[src/rtl/scroll_pkg.sv]
package scroll_pkg;
  localparam int CX_W = 5;
  localparam int CY_W = 5;
  localparam int FY_W = 3;
  localparam int FX_W = 3;
  localparam int BYTE_W = 8;
  localparam int CYL_W = BYTE_W - CX_W;
  localparam int CYH_W = CY_W - CYL_W;
  localparam int STATE_W = FY_W + 2 + CY_W + CX_W;

  typedef struct packed {
    logic [FY_W-1:0] fy;
    logic            nt_y;
    logic            nt_x;
    logic [CY_W-1:0] cy;
    logic [CX_W-1:0] cx;
  } scroll_t;
endpackage

[src/rtl/scroll_port_latch.sv]
module scroll_port_latch
  import scroll_pkg::*;
(
  input  logic              clk,
  input  logic              rst,
  input  logic              wr_scroll,
  input  logic              wr_addr,
  input  logic              status_rd,
  input  logic [BYTE_W-1:0] wr_data,
  output scroll_t           tmp_q,
  output scroll_t           tmp_d,
  output logic [FX_W-1:0]   fx_d,
  output logic              tog_q,
  output logic              load_cur
);
  logic [FX_W-1:0] fx_q;
  logic            tog_d;

  always_comb begin
    tmp_d = tmp_q;
    fx_d  = fx_q;
    tog_d = tog_q;
    if (wr_addr) begin
      if (!tog_q) begin
        tmp_d.nt_y                = wr_data[CYH_W+1];
        tmp_d.nt_x                = wr_data[CYH_W];
        tmp_d.cy[CY_W-1:CYL_W]    = wr_data[CYH_W-1:0];
      end else begin
        tmp_d.cy[CYL_W-1:0]       = wr_data[BYTE_W-1:CX_W];
        tmp_d.cx                  = wr_data[CX_W-1:0];
      end
      tog_d = ~tog_q;
    end else if (wr_scroll) begin
      if (!tog_q) begin
        fx_d     = wr_data[FX_W-1:0];
        tmp_d.cx = wr_data[BYTE_W-1:FX_W];
      end else begin
        tmp_d.fy = wr_data[FY_W-1:0];
        tmp_d.cy = wr_data[BYTE_W-1:FY_W];
      end
      tog_d = ~tog_q;
    end
    if (status_rd) tog_d = 1'b0;
  end

  assign load_cur = wr_addr & tog_q;

  always_ff @(posedge clk) begin
    if (rst) begin
      tmp_q <= '0;
      fx_q  <= '0;
      tog_q <= 1'b0;
    end else begin
      tmp_q <= tmp_d;
      fx_q  <= fx_d;
      tog_q <= tog_d;
    end
  end
endmodule

[src/rtl/scroll_stepper.sv]
module scroll_stepper
  import scroll_pkg::*;
#(
  parameter int ROW_WRAP = 29
) (
  input  scroll_t cur,
  input  logic    do_h,
  input  logic    do_v,
  output scroll_t nxt
);
  localparam logic [CX_W-1:0] CX_MAX = '1;
  localparam logic [CY_W-1:0] CY_MAX = '1;
  localparam logic [FY_W-1:0] FY_MAX = '1;
  localparam logic [CY_W-1:0] CY_FLIP = CY_W'(ROW_WRAP);

  always_comb begin
    nxt = cur;
    if (do_h) begin
      if (cur.cx == CX_MAX) begin
        nxt.cx   = '0;
        nxt.nt_x = ~cur.nt_x;
      end else begin
        nxt.cx = cur.cx + 1'b1;
      end
    end
    if (do_v) begin
      if (cur.fy != FY_MAX) begin
        nxt.fy = cur.fy + 1'b1;
      end else begin
        nxt.fy = '0;
        if (cur.cy == CY_FLIP) begin
          nxt.cy   = '0;
          nxt.nt_y = ~cur.nt_y;
        end else if (cur.cy == CY_MAX) begin
          nxt.cy = '0;
        end else begin
          nxt.cy = cur.cy + 1'b1;
        end
      end
    end
  end
endmodule

[src/rtl/scroll_addr_reg.sv]
module scroll_addr_reg
  import scroll_pkg::*;
#(
  parameter int ADDR_W   = 14,
  parameter int ROW_WRAP = 29
) (
  input  logic              clk,
  input  logic              rst,
  input  logic              wr_scroll,
  input  logic              wr_addr,
  input  logic [7:0]        wr_data,
  input  logic              status_rd,
  input  logic              data_acc,
  input  logic              inc_down,
  input  logic              rnd_inc_h,
  input  logic              rnd_inc_v,
  output logic [ADDR_W-1:0] vram_addr,
  output logic [FX_W-1:0]   fine_x
);
  scroll_t         tmp_q;
  scroll_t         tmp_d;
  scroll_t         cur_q;
  scroll_t         cur_nxt;
  logic [FX_W-1:0] fx_d;
  logic            tog_q;
  logic            load_cur;
  logic            rnd_any;
  logic            do_h;
  logic            do_v;

  scroll_port_latch u_latch (
    .clk      (clk),
    .rst      (rst),
    .wr_scroll(wr_scroll),
    .wr_addr  (wr_addr),
    .status_rd(status_rd),
    .wr_data  (wr_data),
    .tmp_q    (tmp_q),
    .tmp_d    (tmp_d),
    .fx_d     (fx_d),
    .tog_q    (tog_q),
    .load_cur (load_cur)
  );

  // Render strobes own the step path whenever either is present.
  assign rnd_any = rnd_inc_h | rnd_inc_v;
  assign do_h    = rnd_any ? rnd_inc_h : (data_acc & ~inc_down);
  assign do_v    = rnd_any ? rnd_inc_v : (data_acc &  inc_down);

  scroll_stepper #(.ROW_WRAP(ROW_WRAP)) u_step (
    .cur (cur_q),
    .do_h(do_h),
    .do_v(do_v),
    .nxt (cur_nxt)
  );

  always_ff @(posedge clk) begin
    if (rst) begin
      cur_q  <= '0;
      fine_x <= '0;
    end else if (load_cur) begin
      cur_q  <= tmp_d;
      fine_x <= fx_d;
    end else begin
      cur_q  <= cur_nxt;
    end
  end

  assign vram_addr = cur_q[ADDR_W-1:0];
endmodule

[config.mk]
export PLATFORM = sky130hd
export DESIGN_NAME = scroll_addr_reg
export DESIGN_NICKNAME = d
export VERILOG_FILES = /design/src/rtl/scroll_pkg.sv /design/src/rtl/scroll_port_latch.sv /design/src/rtl/scroll_stepper.sv /design/src/rtl/scroll_addr_reg.sv
export SDC_FILE = /design/constraint.sdc
export NUM_CORES = 1
export LEC_CHECK = 0
export ABC_AREA = 1
export BUFFER_PORTS_ARGS = -buffer_cell sky130_fd_sc_hd__buf_2
export CAP_MARGIN = 20
export CORE_ASPECT_RATIO = 0.75
export CORE_UTILIZATION = 50
export CTS_BUF_LIST = sky130_fd_sc_hd__clkbuf_8
export DETAILED_ROUTE_END_ITERATION = 10
export PLACE_DENSITY_LB_ADDON = 0.12
export SYNTH_ARGS = -nofsm -noshare
export SYNTH_HDL_FRONTEND = slang
export SYNTH_SLANG_ARGS = --single-unit
[constraint.sdc]
create_clock -name clk -period 3.84 [get_ports clk]
set_clock_uncertainty 0.15 [all_clocks]
set_input_delay 0.384 -clock clk [delete_from_list [all_inputs] [get_ports clk]]
set_output_delay 0.384 -clock clk [all_outputs]
set_load 0.01 [all_outputs]
# Word-level counts from Yosys, hierarchy flattened
# Cells that the tools add are included.
[word_totals]
register_bits = 37
latch_bits = 0
mem_bits_rw = 0
romBits = 0
output_inout_bits = 17
elab_cells = 68
mem_count = 0
[op_classes]
n_addsub = 3
n_mul = 0
div = 0
magnitude_cmp = 0
n_eq_ne = 5
n_shift = 0
muxes = 30
bitwise = 8
reduce_logical = 9
[op_table]
columns = ["cell", "count"]
rows = [
  ["$mux W5", 8],
  ["$mux W3", 7],
  ["$mux W10", 2],
  ["$eq A5 B5 Y1 const B", 3],
  ["$mux W15", 1],
  ["$add A5 B1 Y5 const B", 2],
  ["$reduce_bool A2 Y1", 5],
  ["$mux W1", 8],
  ["$mux W4", 2],
  ["$mux W8", 1],
  ["$not A1 Y1", 4],
  ["$reduce_and A2 Y1", 2],
  ["$add A3 B1 Y3 const B", 1],
  ["$and A1 B1 Y1", 3],
  ["$ne A3 B3 Y1 const B", 1],
  ["$reduce_and A3 Y1", 1],
  ["$mux W2", 1],
  ["$ne A2 B2 Y1 const B", 1],
  ["$reduce_or A2 Y1", 1],
  ["$or A1 B1 Y1", 1],
]

# Longest topological paths before layout
# Gate-level depths: netlist (run 1).
[depth]
depth_word = 6
depth_mapped = 9

# Modules after synthesis
# Synthesis (run 1) repeated with hierarchy kept, for this count alone.
[hier_totals]
hier_cells = 380
hier_area_um2 = 2336.0
[by_module_without_submodules]
columns = ["module", "n_inst", "cells_per_inst", "area_each_um2", "seq_area_each_um2"]
rows = [
  ["scroll_port_latch", 1, 175, 1032.2, 380.4],
  ["scroll_addr_reg", 1, 134, 892.1, 360.3],
  ["scroll_stepper", 1, 71, 411.6, 0.0],
]

# Least setup slack after synthesis (run 1)
# No wires, ideal clock.
[synth_timing]
path_type = "flip-flop to flip-flop"
start = "register cur_q (netlist bit vram_addr[5])"
end = "register cur_q (netlist bit vram_addr[5])"
arrival_ns = 1.345
slack_ns = 2.281
path_stages_with_launch = 9
path_buffers = 0
period_less_slack_ns = 1.559
cell_sequence = "dfxtp_1 > ha_1 > nand2_1 > nor2_1 > ha_1 > or2_2 > o21bai_1 > nor2_1 > nor2_1"
[synth_via]
elab_chain_len = 6
elab_cells_between_ends = 8
[synth_rtl]
columns = ["item", "line", "rtl"]
rows = [
  ["from (decl)", "scroll_addr_reg.sv:22", "scroll_t cur_q;"],
  ["from (signal assigned)", "scroll_addr_reg.sv:62", "cur_q <= tmp_d;"],
  ["from (signal assigned)", "scroll_addr_reg.sv:65", "cur_q <= cur_nxt;"],
  ["$add A5 B1 Y5 or $eq A5 B5 Y1 (tied branches)", "scroll_stepper.sv:37, scroll_stepper.sv:34", ""],
  ["$mux W5", "scroll_stepper.sv:34", "end else if (cur.cy == CY_MAX) begin"],
  ["$mux W5 *", "scroll_stepper.sv:31", "if (cur.cy == CY_FLIP) begin"],
  ["$mux W5 *", "scroll_stepper.sv:27", "if (cur.fy != FY_MAX) begin"],
  ["$mux W5 *", "scroll_stepper.sv:26", "if (do_v) begin"],
  ["$mux W15 *", "scroll_addr_reg.sv:61", "end else if (load_cur) begin"],
]
# Every way passes the cells marked *; elsewhere a longest branch is shown, timed or not. The select of a mux whose other input is x is not followed.
# A chain may end at the register's enable or synchronous reset.

# Final worst setup path (run 1)
[layout_timing]
start = "register u_latch.tog_q"
end = "register cur_q (netlist bit vram_addr[1])"
[layout_via]
elab_chain_len = 4
elab_cells_between_ends = 7
[layout_rtl]
columns = ["item", "line", "rtl"]
rows = [
  ["from (decl)", "scroll_port_latch.sv:13", "output logic tog_q,"],
  ["from (signal assigned)", "scroll_port_latch.sv:56", "tog_q <= tog_d;"],
  ["$mux W5", "scroll_port_latch.sv:34", "if (!tog_q) begin"],
  ["$mux W10", "scroll_port_latch.sv:33", "end else if (wr_scroll) begin"],
  ["$mux W10", "scroll_port_latch.sv:23", "if (wr_addr) begin"],
  ["$mux W15", "scroll_addr_reg.sv:61", ""],
]
# Several ways; a longest one is shown, not always the timed one.

==> results.md, run 1 <==
- CTS tree: built
- Synth Flop Type: dfxtp_1
- Avg Inst Size Synth: 6.733 um2
- Setup_tns: 0 ns
- Status: complete, no violations
- Placer Congestion: roughly 0.76
- Startpoint Class: register
- Global-route wire length before repair: roughly 6 mm
- Worst skew pair latency: between 0.2 and 0.3 ns
- Fin crit period: around 2.3 ns
- PwrDens: 389.5 nW/um2
- Post-route DRC: 0
- Post-Synth Adder-Cell Area: 0.05900
- Max-slew violation count: 0
- Post-CTS Hold Buffers: 0
- Synth Area in Compound Gates: 0.1674
- Core area: between 3000 and 4000 um2
- Synth Register Bits: 29
- Port-buffer cells: 33
- Share of the synthesized area in the top cell type: 0.3422
- Synth top cells by count: nor2_1, nand2_1, inv_1
- DR vias: 1531
- Final hold vios: 0
- Total CTS buffers: 5
- Max IR drop VDD: roughly 300 uV
- ANT nets after route: 0
- Endpoint class of the critical path: register
- Vias/cell: 5.020
- Synth Area in XOR/XNOR: 0
- Postcts setup bufs: 0
- Die Y: 52.45 um
- Drt pass-1 iters: 4
- Final setup violation count: 0
- Crit path cell chain: nand2_1, inv_1, nor2_1, nand2_1, inv_1, nor2_1, a21oi_1
- Slowest-stage cell, CP: dfxtp_1
- Initial core utilization: 0.5501
- R2R Setup Slk: around 1.6 ns
- WL per Instance: roughly 11 um
- ANT cells: 0
- Sink Count: 29
- Initial antenna violation count: 0
- RSZ-0062 raised after global routing: false
- Max Clk Rate: 437.1 MHz
- Total power draw: around 0.00072 W
- Max_cap viols: 0
- Worst-path fanout max: 19
- Iter 0 DRT Violations: 65
- Final HPWL DP: between 2 and 3 mm
- CP Data Required Time: a little under 4 ns
- Largest net degree at the start of global routing: 21
- # IOs: 34
- Vias in the first global route: 1298
- Synthesized cell area: ~1700 um2
- HP Class: in -> reg
- Gr usage total: 0.2117
- Post-synthesis simple-gate area fraction: 0.2640
- Leakage power: around 0.93 nW
- Worst slew margin: 0.5805
- Critical Path Max Stage Delay: roughly 0.51 ns
- Final WL: roughly 3.5 mm
- Cell with the most instances after synthesis: nor2_1
- Synth top area cells: dfxtp_1, nor2_1, nand2_1
- Syn Inst Count: 252
- Seq/Total Area, Yosys: 0.3422
- Grt ovf: 0
- Share of cells above drive strength 1: 0.1760
- DIE AREA: 3633 um2
- Worst-Margin Slew: roughly 0.63 ns
- CTS clk-pin slew, worst paths: around 0.060 ns
- Area Growth Syn to Fin: 8.407%
- Multiplexer share of the synthesized area: 0
- Worst setup path class: reg -> reg
- Yosys warns: 0
- Row cnt: 17
- Post-synth EDFFs: 0
- Main combinational cell family by area after synthesis: simple AND/OR/NAND/NOR gates
- Clock root buffer: clkbuf_8
- Net Count, Synth: approximately 280
- Post-CTS Resized: 0
- Async S/R FF share, synth: 0
- Distinct cells, synth: 27
- Max clock buf depth: 2
- Die width: between 60 and 70 um
- Post-layout nets: 291
- Htree depth: 2
- Worst EP arrival: about 2.3 ns
- Final Cycle Share: 0.5958
- Yosys top cell by area: dfxtp_1
-- flip-flops by register name, summed over array words and instances, names as in the netlist --
name / cells
u_latch.fx_q: 3
vram_addr: 14
cur_q: 1
u_latch.tog_q: 1
fine_x: 3
u_latch.tmp_q: 7
-- cells in the final DEF (no fill, tap or decap) --
cell	netlist	layout
a211oi_1	3	3
a21oi_1	25	25
a22oi_1	1	1
a31oi_1	2	2
buf_2	2	33
clkbuf_8	0	7
clkinv_2	0	1
dfxtp_1	29	29
ha_1	8	8
inv_1	30	30
nand2_1	39	39
nand2_2	3	3
nand3_1	13	13
nand3b_1	1	1
nand4_1	2	2
nor2_1	44	44
nor2_2	1	1
nor3b_1	1	1
o211ai_1	1	1
o21a_1	1	1
o21ai_0	17	17
o21ai_2	1	1
o21bai_1	1	1
or2_0	1	1
or2_1	1	1
or2_2	1	1
-- area by class of cell --
type	instances	area, um2
inverters	30	112.6
clock inverters	1	5.005
multi-input cells	167	832.0
fillers	295	1245
well taps	38	47.55
repair buffers	33	165.2
clock buffers	7	96.34
flip-flops and latches	29	580.6
-- cells by family after synthesis --
family	after synthesis
buffers and inverters	56
adders and majority gates	8
AOI/OAI and AO/OA	52
and+or+nand+nor	107
DFF	29
-- report_power, final --
| group | internal [W] | total [W] | leakage, nW | switching (W) |
|---|---|---|---|---|
| Combinational | 0.0000419 | 0.000106 | 0.642 | 0.0000639 |
| Sequential | 0.000320 | 0.000337 | 0.238 | 0.0000164 |
| Clock | 0.000162 | 0.000274 | 0.0542 | 0.000112 |
| Total | 0.000524 | 0.000716 | 0.934 | 0.000193 |
-- stage by stage --
step | area [um2] | std cells | hold WS [ns] | utilization | setup slack [ns]
2_1_floorplan | 1697 | 252 | 0.2966 | - | 2.281
5_1_grt | 1839 | 305 | 0.2484 | 0.5963 | 1.318
3_3_place_gp | 1738 | 297 | 0.3116 | 0.5635 | 1.598
3_5_place_dp | 1738 | 297 | 0.3207 | 0.5635 | 1.548
6_report | 1839 | 305 | 0.2092 | 0.5963 | 1.552
4_1_cts | 1839 | 305 | 0.2042 | 0.5963 | 1.555
-- critical path: cells and delay by family, from the launching register on --
family | cells | cell delay (ns)
buf+inv | 2 | 0.58
simple gates | 4 | 0.87
flops | 1 | 0.51
compound gates | 1 | 0.07
-- path summary, 6_finish.rpt --
kind	cells past startpoint	to	startpoint
max reg2reg	7	vram_addr[1]$_SDFFE_PP0P_	u_latch.tog_q$_SDFFE_PP0P_
min	4	u_latch.tog_q$_SDFFE_PP0P_	status_rd
max	7	vram_addr[1]$_SDFFE_PP0P_	u_latch.tog_q$_SDFFE_PP0P_
min reg2reg	2	u_latch.fx_q[2]$_SDFF_PP0_	u_latch.fx_q[2]$_SDFF_PP0_
-- per-layer routing --
| metal | vias up | track usage | part of all wire | wire (um) |
|---|---|---|---|---|
| met5 | - | 0 | 0 | 0 |
| met3 | 2 | 0.05192 | 0.071 | 247 |
| li1 | 814 | - | - | - |
| met4 | 0 | 0.07143 | 0.0037 | 13 |
| met1 | 665 | 0.3101 | 0.55 | 1912 |
| met2 | 50 | 0.2994 | 0.38 | 1324 |
No activity file was read; power rests on OpenSTA's default activity.
==> run 2: changes to the inputs <==
Clock period 3.84 ns to 2.1 ns, I/O delays scaled along.
==> run 2 against run 1 <==
  * Die area is the same
  * Worst setup slack got worse by 1.1 ns
  * Sequential power is 82% higher
  * Total power is 74% higher
  * Sequential share of layout area is 0.11 points higher
  * Design area fell by 0.34%
  * Critical path depth is 1 higher
  * Critical path type unchanged
==> results.md, run 2 (synthesis results as in run 1) <==
- Area Growth Syn to Fin: 8.038%
- Largest net degree at the start of global routing: 21 (unchanged)
- Htree depth: 2 (unchanged)
- Most common cell after layout, fill and taps aside: nor2_1
- Top cell by count, worst path: nor2_1
- HP Class: in -> reg
- DR vias: 1497 (-2.2%)
- Max Clk Rate: 597.0 MHz (+37%)
- Startpoint Class: register
- Max_cap viols: 0 (unchanged)
- ANT nets after route: 0 (unchanged)
- Initial antenna violation count: 0 (unchanged)
- Grt ovf: 0 (unchanged)
- Core area: 3084 um2 (unchanged)
- R2r worst-path depth: 8 (+1)
- Sink Count: 29 (unchanged)
- DIE AREA: 3633 um2 (unchanged)
- Worst EP arrival: 1.75 ns (-0.55 ns)
- RSZ-0062 raised after global routing: false
- Non-filler instance count after layout: 307 (+0.66%)
- Slowest-stage cell, CP: dfxtp_1
- Clock root buffer: clkbuf_8
- WL per Instance: 11.62 um (+1.3%)
- Share of cells above drive strength 1: 0.1710 (-0.005026)
- Initial core utilization: 0.5501 (unchanged)
- Worst-path fanout max: 7 (-12)
- Leakage power: 0.9409 nW (+0.78%)
- Placer Congestion: 0.8480 (+11%)
- Placed Cells: 299 (+0.67%)
- CTS clk-pin slew, worst paths: 0.06 ns (about the same)
- Worst-Margin Slew: 0.5821 ns (-0.04562 ns)
- Post-route DRC: 0 (unchanged)
- Total power draw: 0.001246 W (+74%)
- Max IR drop VDD: 450.6 uV (+52%)
- Vias in the first global route: 1321 (+1.8%)
- Drt pass-1 iters: 4 (unchanged)
- Final Cycle Share: 0.7976 (+0.2018)
- Max-slew violation count: 0 (unchanged)
- CTS tree: built
- Worst skew pair latency: 0.28 ns (about the same)
- ANT cells: 0 (unchanged)
- Endpoint class of the critical path: register
- Vias/cell: 4.876 (-2.9%)
- Worst slew margin: 0.6115 (+0.03100)
- Post-CTS Resized: 0 (unchanged)
- Setup_tns: 0 ns (unchanged)
- Crit path cell chain: ha_1, nand2_1, nor2_1, ha_1, or2_2, o21bai_1, nor2_1, nor2_1
- Final WL: 3.566 mm (+2.0%)
- Hold Path Depth: 4 (unchanged)
- Global-route wire length before repair: 6.189 mm (+5.2%)
- Die width: 69.27 um (unchanged)
- # IOs: 34 (unchanged)
- Max reg flops: 14 (unchanged)
- Iter 0 DRT Violations: 131 (+100%)
- Port-buffer cells: 33 (unchanged)
- Final setup violation count: 0 (unchanged)
- Post-layout nets: 293 (+0.69%)
- Fin crit period: 1.675 ns (-0.6131 ns)
- Final hold vios: 0 (unchanged)
- Critical Path Max Stage Delay: 0.37 ns (-0.14 ns)
- Worst setup path class: reg -> reg
- Die Y: 52.45 um (unchanged)
- Postcts setup bufs: 0 (unchanged)
- Max clock buf depth: 2 (unchanged)
- Gr usage total: 0.2263 (+0.01461)
- CP Data Required Time: 2.18 ns (-1.67 ns)
- Row cnt: 17 (unchanged)
- Final HPWL DP: 2.532 mm (-0.54%)
- Post-CTS Hold Buffers: 0 (unchanged)
- Most frequent cells in the layout: nor2_1, nand2_1, inv_1, buf_2, dfxtp_1
- Fillers: 280 (-5.1%)
- Total CTS buffers: 5 (unchanged)
- PwrDens: 679.6 nW/um2 (+74%)
- Status: complete, no violations
[run 2: cell types whose count changed in the layout (fill, tap and decap cells not counted), sizes merged]
cell / delta
inv: +3
buf: +2
clkbuf: -2
clkinv: -1
[run 2: final cells by class]
| class | count | area (um2) | share of cell area |
|---|---|---|---|
| flip-flops and latches | 29 | 580.6 | 0.3167 |
| well taps | 38 | 47.55 | 0.02594 |
| clock inverters | 3 | 11.26 | 0.006143 |
| clock buffers | 5 | 68.82 | 0.03754 |
| inverters | 30 | 112.6 | 0.06143 |
| repair buffers | 35 | 180.2 | 0.09829 |
| multi-input cells | 167 | 832.0 | 0.4539 |
[run 2: worst max-delay path, delay by kind of cell, from the launching register on]
family / cells / cell delay, ns
AND/OR/NAND/NOR: 5 / 0.50
adder cells (fa/ha/maj): 2 / 0.46
flip-flops: 1 / 0.37
AO/OA/AOI/OAI: 1 / 0.13
[run 2: path summary, 6_finish.rpt]
check	start	end	slack, ns
setup reg to reg	vram_addr[5]$_SDFFE_PP0P_	vram_addr[5]$_SDFFE_PP0P_	0.43
setup / recovery	vram_addr[5]$_SDFFE_PP0P_	vram_addr[5]$_SDFFE_PP0P_	0.43
hold / removal	status_rd	u_latch.tog_q$_SDFFE_PP0P_	0.03
hold reg to reg	u_latch.fx_q[1]$_SDFF_PP0_	u_latch.fx_q[1]$_SDFF_PP0_	0.33
[run 2: through the flow]
step | util | setup WS, ns | hold slack, ns | instance area (um2)
after global placement | 0.5684 | 0.4839 | 0.3112 | 1753
after detailed placement | 0.5684 | 0.4460 | 0.3163 | 1753
after CTS | 0.5943 | 0.4307 | 0.02723 | 1833
after floorplan | - | 0.5415 | 0.2086 | 1697
after global routing | 0.5943 | 0.2545 | 0.04682 | 1833
final | 0.5943 | 0.4251 | 0.02728 | 1833
[run 2: metal layers]
layer | GRT usage | vias up | wire length, um
met2 | 0.3107 | 35 | 1192
met3 | 0.05577 | 7 | 174
li1 | - | 825 | -
met5 | 0 | - | 0
met1 | 0.3259 | 630 | 2131
met4 | 0.1122 | 0 | 67
[run 2: report_power, final]
part | leakage, nW | internal (W) | switching, W
clock | 0.0519 | 0.000220 | 0.000213
combinational | 0.651 | 0.0000785 | 0.000119
sequential | 0.238 | 0.000585 | 0.0000296
total | 0.941 | 0.000884 | 0.000362
==> run 3: changes to the inputs <==
Clock period 2.1 ns to 1.55 ns, I/O delays scaled along.
==> run 3 against run 2 <==
  * Total power grew 43%
  * Global-route usage grew 0.89 points
  * Cell count grew 5.9%
  * Clock power grew 44%
==> results.md, run 3 (synthesis results as in run 1) <==
- Max IR drop VDD: 623.6 uV (+38%)
- Gr usage total: 0.2352 (+0.008892)
- Largest net degree at the start of global routing: 19 (-9.5%)
- Leakage power: 1.035 nW (+10%)
- Final instance area: 2067 um2 (+13%)
- Max-slew violation count: 0 (unchanged)
- Sink Count: 29 (unchanged)
- Final HPWL DP: 2.736 mm (+8.0%)
- Vias/cell: 4.966 (+1.8%)
- Final hold vios: 0 (unchanged)
- Iter 0 DRT Violations: 85 (-35%)
- Final WL: 3.914 mm (+9.8%)
- Fin crit period: 1.534 ns (-0.1404 ns)
- Sw frac: 0.2809 (-0.009451)
- Row cnt: 17 (unchanged)
- Clock power frac: 0.350 (+0.002)
- DIE AREA: 3633 um2 (unchanged)
- WL per Instance: 12.04 um (+3.7%)
- Share of cells above drive strength 1: 0.2857 (+0.1147)
- Vias in the first global route: 1490 (+13%)
- Die width: 69.27 um (unchanged)
- Worst skew pair latency: 0.28 ns (about the same)
- Core area: 3084 um2 (unchanged)
- ANT nets after route: 0 (unchanged)
- Seq pwr share: 0.465 (-0.029)
- RSZ-0062 raised after global routing: true
- Endpoint class of the critical path: register
- Initial antenna violation count: 0 (unchanged)
- Grt ovf: 0 (unchanged)
- PwrDens: 863.3 nW/um2 (+27%)
- Worst setup path class: reg -> reg
- Fin worst setup slack: 0.01550 ns (-0.4096 ns)
- CTS clk-pin slew, worst paths: 0.06 ns (about the same)
- Final Cycle Share: 0.9900 (+0.1924)
- Setup_tns: 0 ns (unchanged)
- Die Y: 52.45 um (unchanged)
- # IOs: 34 (unchanged)
- Post-layout nets: 312 (+6.5%)
- Htree depth: 2 (unchanged)
- Min Hold Slack: 0.01104 ns (-0.01624 ns)
- HP Class: in -> reg
- Placer Congestion: 0.7933 (-6.5%)
- Drt pass-1 iters: 4 (unchanged)
- Combinational share of power: 0.185 (+0.027)
- Total CTS buffers: 5 (unchanged)
- CP Data Required Time: 1.61 ns (-0.57 ns)
- Most frequent cells in the layout: nor2_1, nand2_1, buf_2
- CTS tree: built
- Final setup violation count: 0 (unchanged)
- Port-buffer cells: 33 (unchanged)
- Worst slew margin: 0.7272 (+0.1157)
- Internal power: 0.001283 W (+45%)
- Area Growth Syn to Fin: 21.83%
- Post-route DRC: 0 (unchanged)
- Status: complete, no violations
- NetSw: 0.0005013 W (+39%)
- Dpl ws: -0.07068 ns (-0.5167 ns)
- Global-route wire length before repair: 6.596 mm (+6.6%)
- Most common cell after layout, fill and taps aside: nor2_1
- Max_cap viols: 0 (unchanged)
- Max Clk Rate: 651.7 MHz (+9.2%)
- Worst-Margin Slew: 0.4077 ns (-0.1744 ns)
- Initial core utilization: 0.5501 (unchanged)
- Total power draw: 0.001784 W (+43%)
- ANT cells: 0 (unchanged)
- Area after DPL: 1861 um2 (+6.1%)
- Fillers: 270 (-3.6%)
- Max reg flops: 14 (unchanged)
- Worst EP arrival: 1.59 ns (-0.16 ns)
- DR vias: 1614 (+7.8%)
- Worst-path fanout max: 3 (-4)
- Max clock buf depth: 2 (unchanged)
- Startpoint Class: register
- Clock root buffer: clkbuf_8
-- run 3: cell types whose count changed in the layout (fill, tap and decap cells not counted), sizes merged --
| cell | change |
|---|---|
| buf | +16 |
| dlygate4sd3 | +2 |
| inv | -2 |
| clkbuf | +1 |
| nand2 | +1 |
-- run 3: area by class of cell --
class                   instances  area (um2)  area share
clock inverters                 1       3.754    0.001816
flip-flops and latches         29       585.6      0.2833
well taps                      38       47.55     0.02300
clock buffers                   6       82.58     0.03995
repair buffers                 53       324.1      0.1568
inverters                      30       112.6     0.05448
multi-input cells             168       910.9      0.4407
-- run 3: worst max-delay path, cell delays in order, from the launching register on --
cell	delay, ns
dfxtp_2	0.33
ha_4	0.15
nand2_2	0.07
nor2_2	0.05
ha_2	0.16
or2_4	0.23
or2_0	0.20
a21oi_1	0.13
-- run 3: routing by layer --
metal / vias up / share of wire / global-route usage
met5: - / 0 / 0
met4: 0 / 0.013 / 0.1020
met3: 7 / 0.051 / 0.05577
met2: 39 / 0.39 / 0.3592
met1: 707 / 0.55 / 0.3181
li1: 861 / - / -
-- run 3: timing repair --
action / CTS / global route
endpoints found under the hold margin: 2 / 0
pin swaps: 5 / 10
hold buffers: 2 / 0
setup endpoints to repair: 2 / 12
gates resized for setup: 8 / 15
cloned: 0 / 1
buffers inserted: 1 / 1
-- run 3: per-stage QoR --
stage / instances / utilization
after global placement: 313 / 0.6032
after global routing: 325 / 0.6702
after detailed placement: 313 / 0.6032
after CTS: 323 / 0.6479
final: 325 / 0.6702
after floorplan: 252 / -
-- run 3: power groups by stage --
stage          registers (W)  logic, W  clock network, W
4_1_cts             0.000828  0.000312          0.000636
3_3_place_gp        0.000838  0.000298                 0
6_report            0.000830  0.000330          0.000624
5_1_grt             0.000836  0.000375          0.000662
3_5_place_dp        0.000839  0.000301                 0
2_1_floorplan       0.000838  0.000223                 0
-- run 3: path summary, 6_finish.rpt --
check	from	endpoint	slack, ns	depth (start not counted)
hold / removal	wr_data[7]	u_latch.tmp_q[9]$_SDFF_PP0_	0.01	3
hold reg to reg	u_latch.fx_q[0]$_SDFF_PP0_	u_latch.fx_q[0]$_SDFF_PP0_	0.33	2
setup / recovery	vram_addr[0]$_SDFFE_PP0P_	vram_addr[0]$_SDFFE_PP0P_	0.02	7
setup reg to reg	vram_addr[0]$_SDFFE_PP0P_	vram_addr[0]$_SDFFE_PP0P_	0.02	7
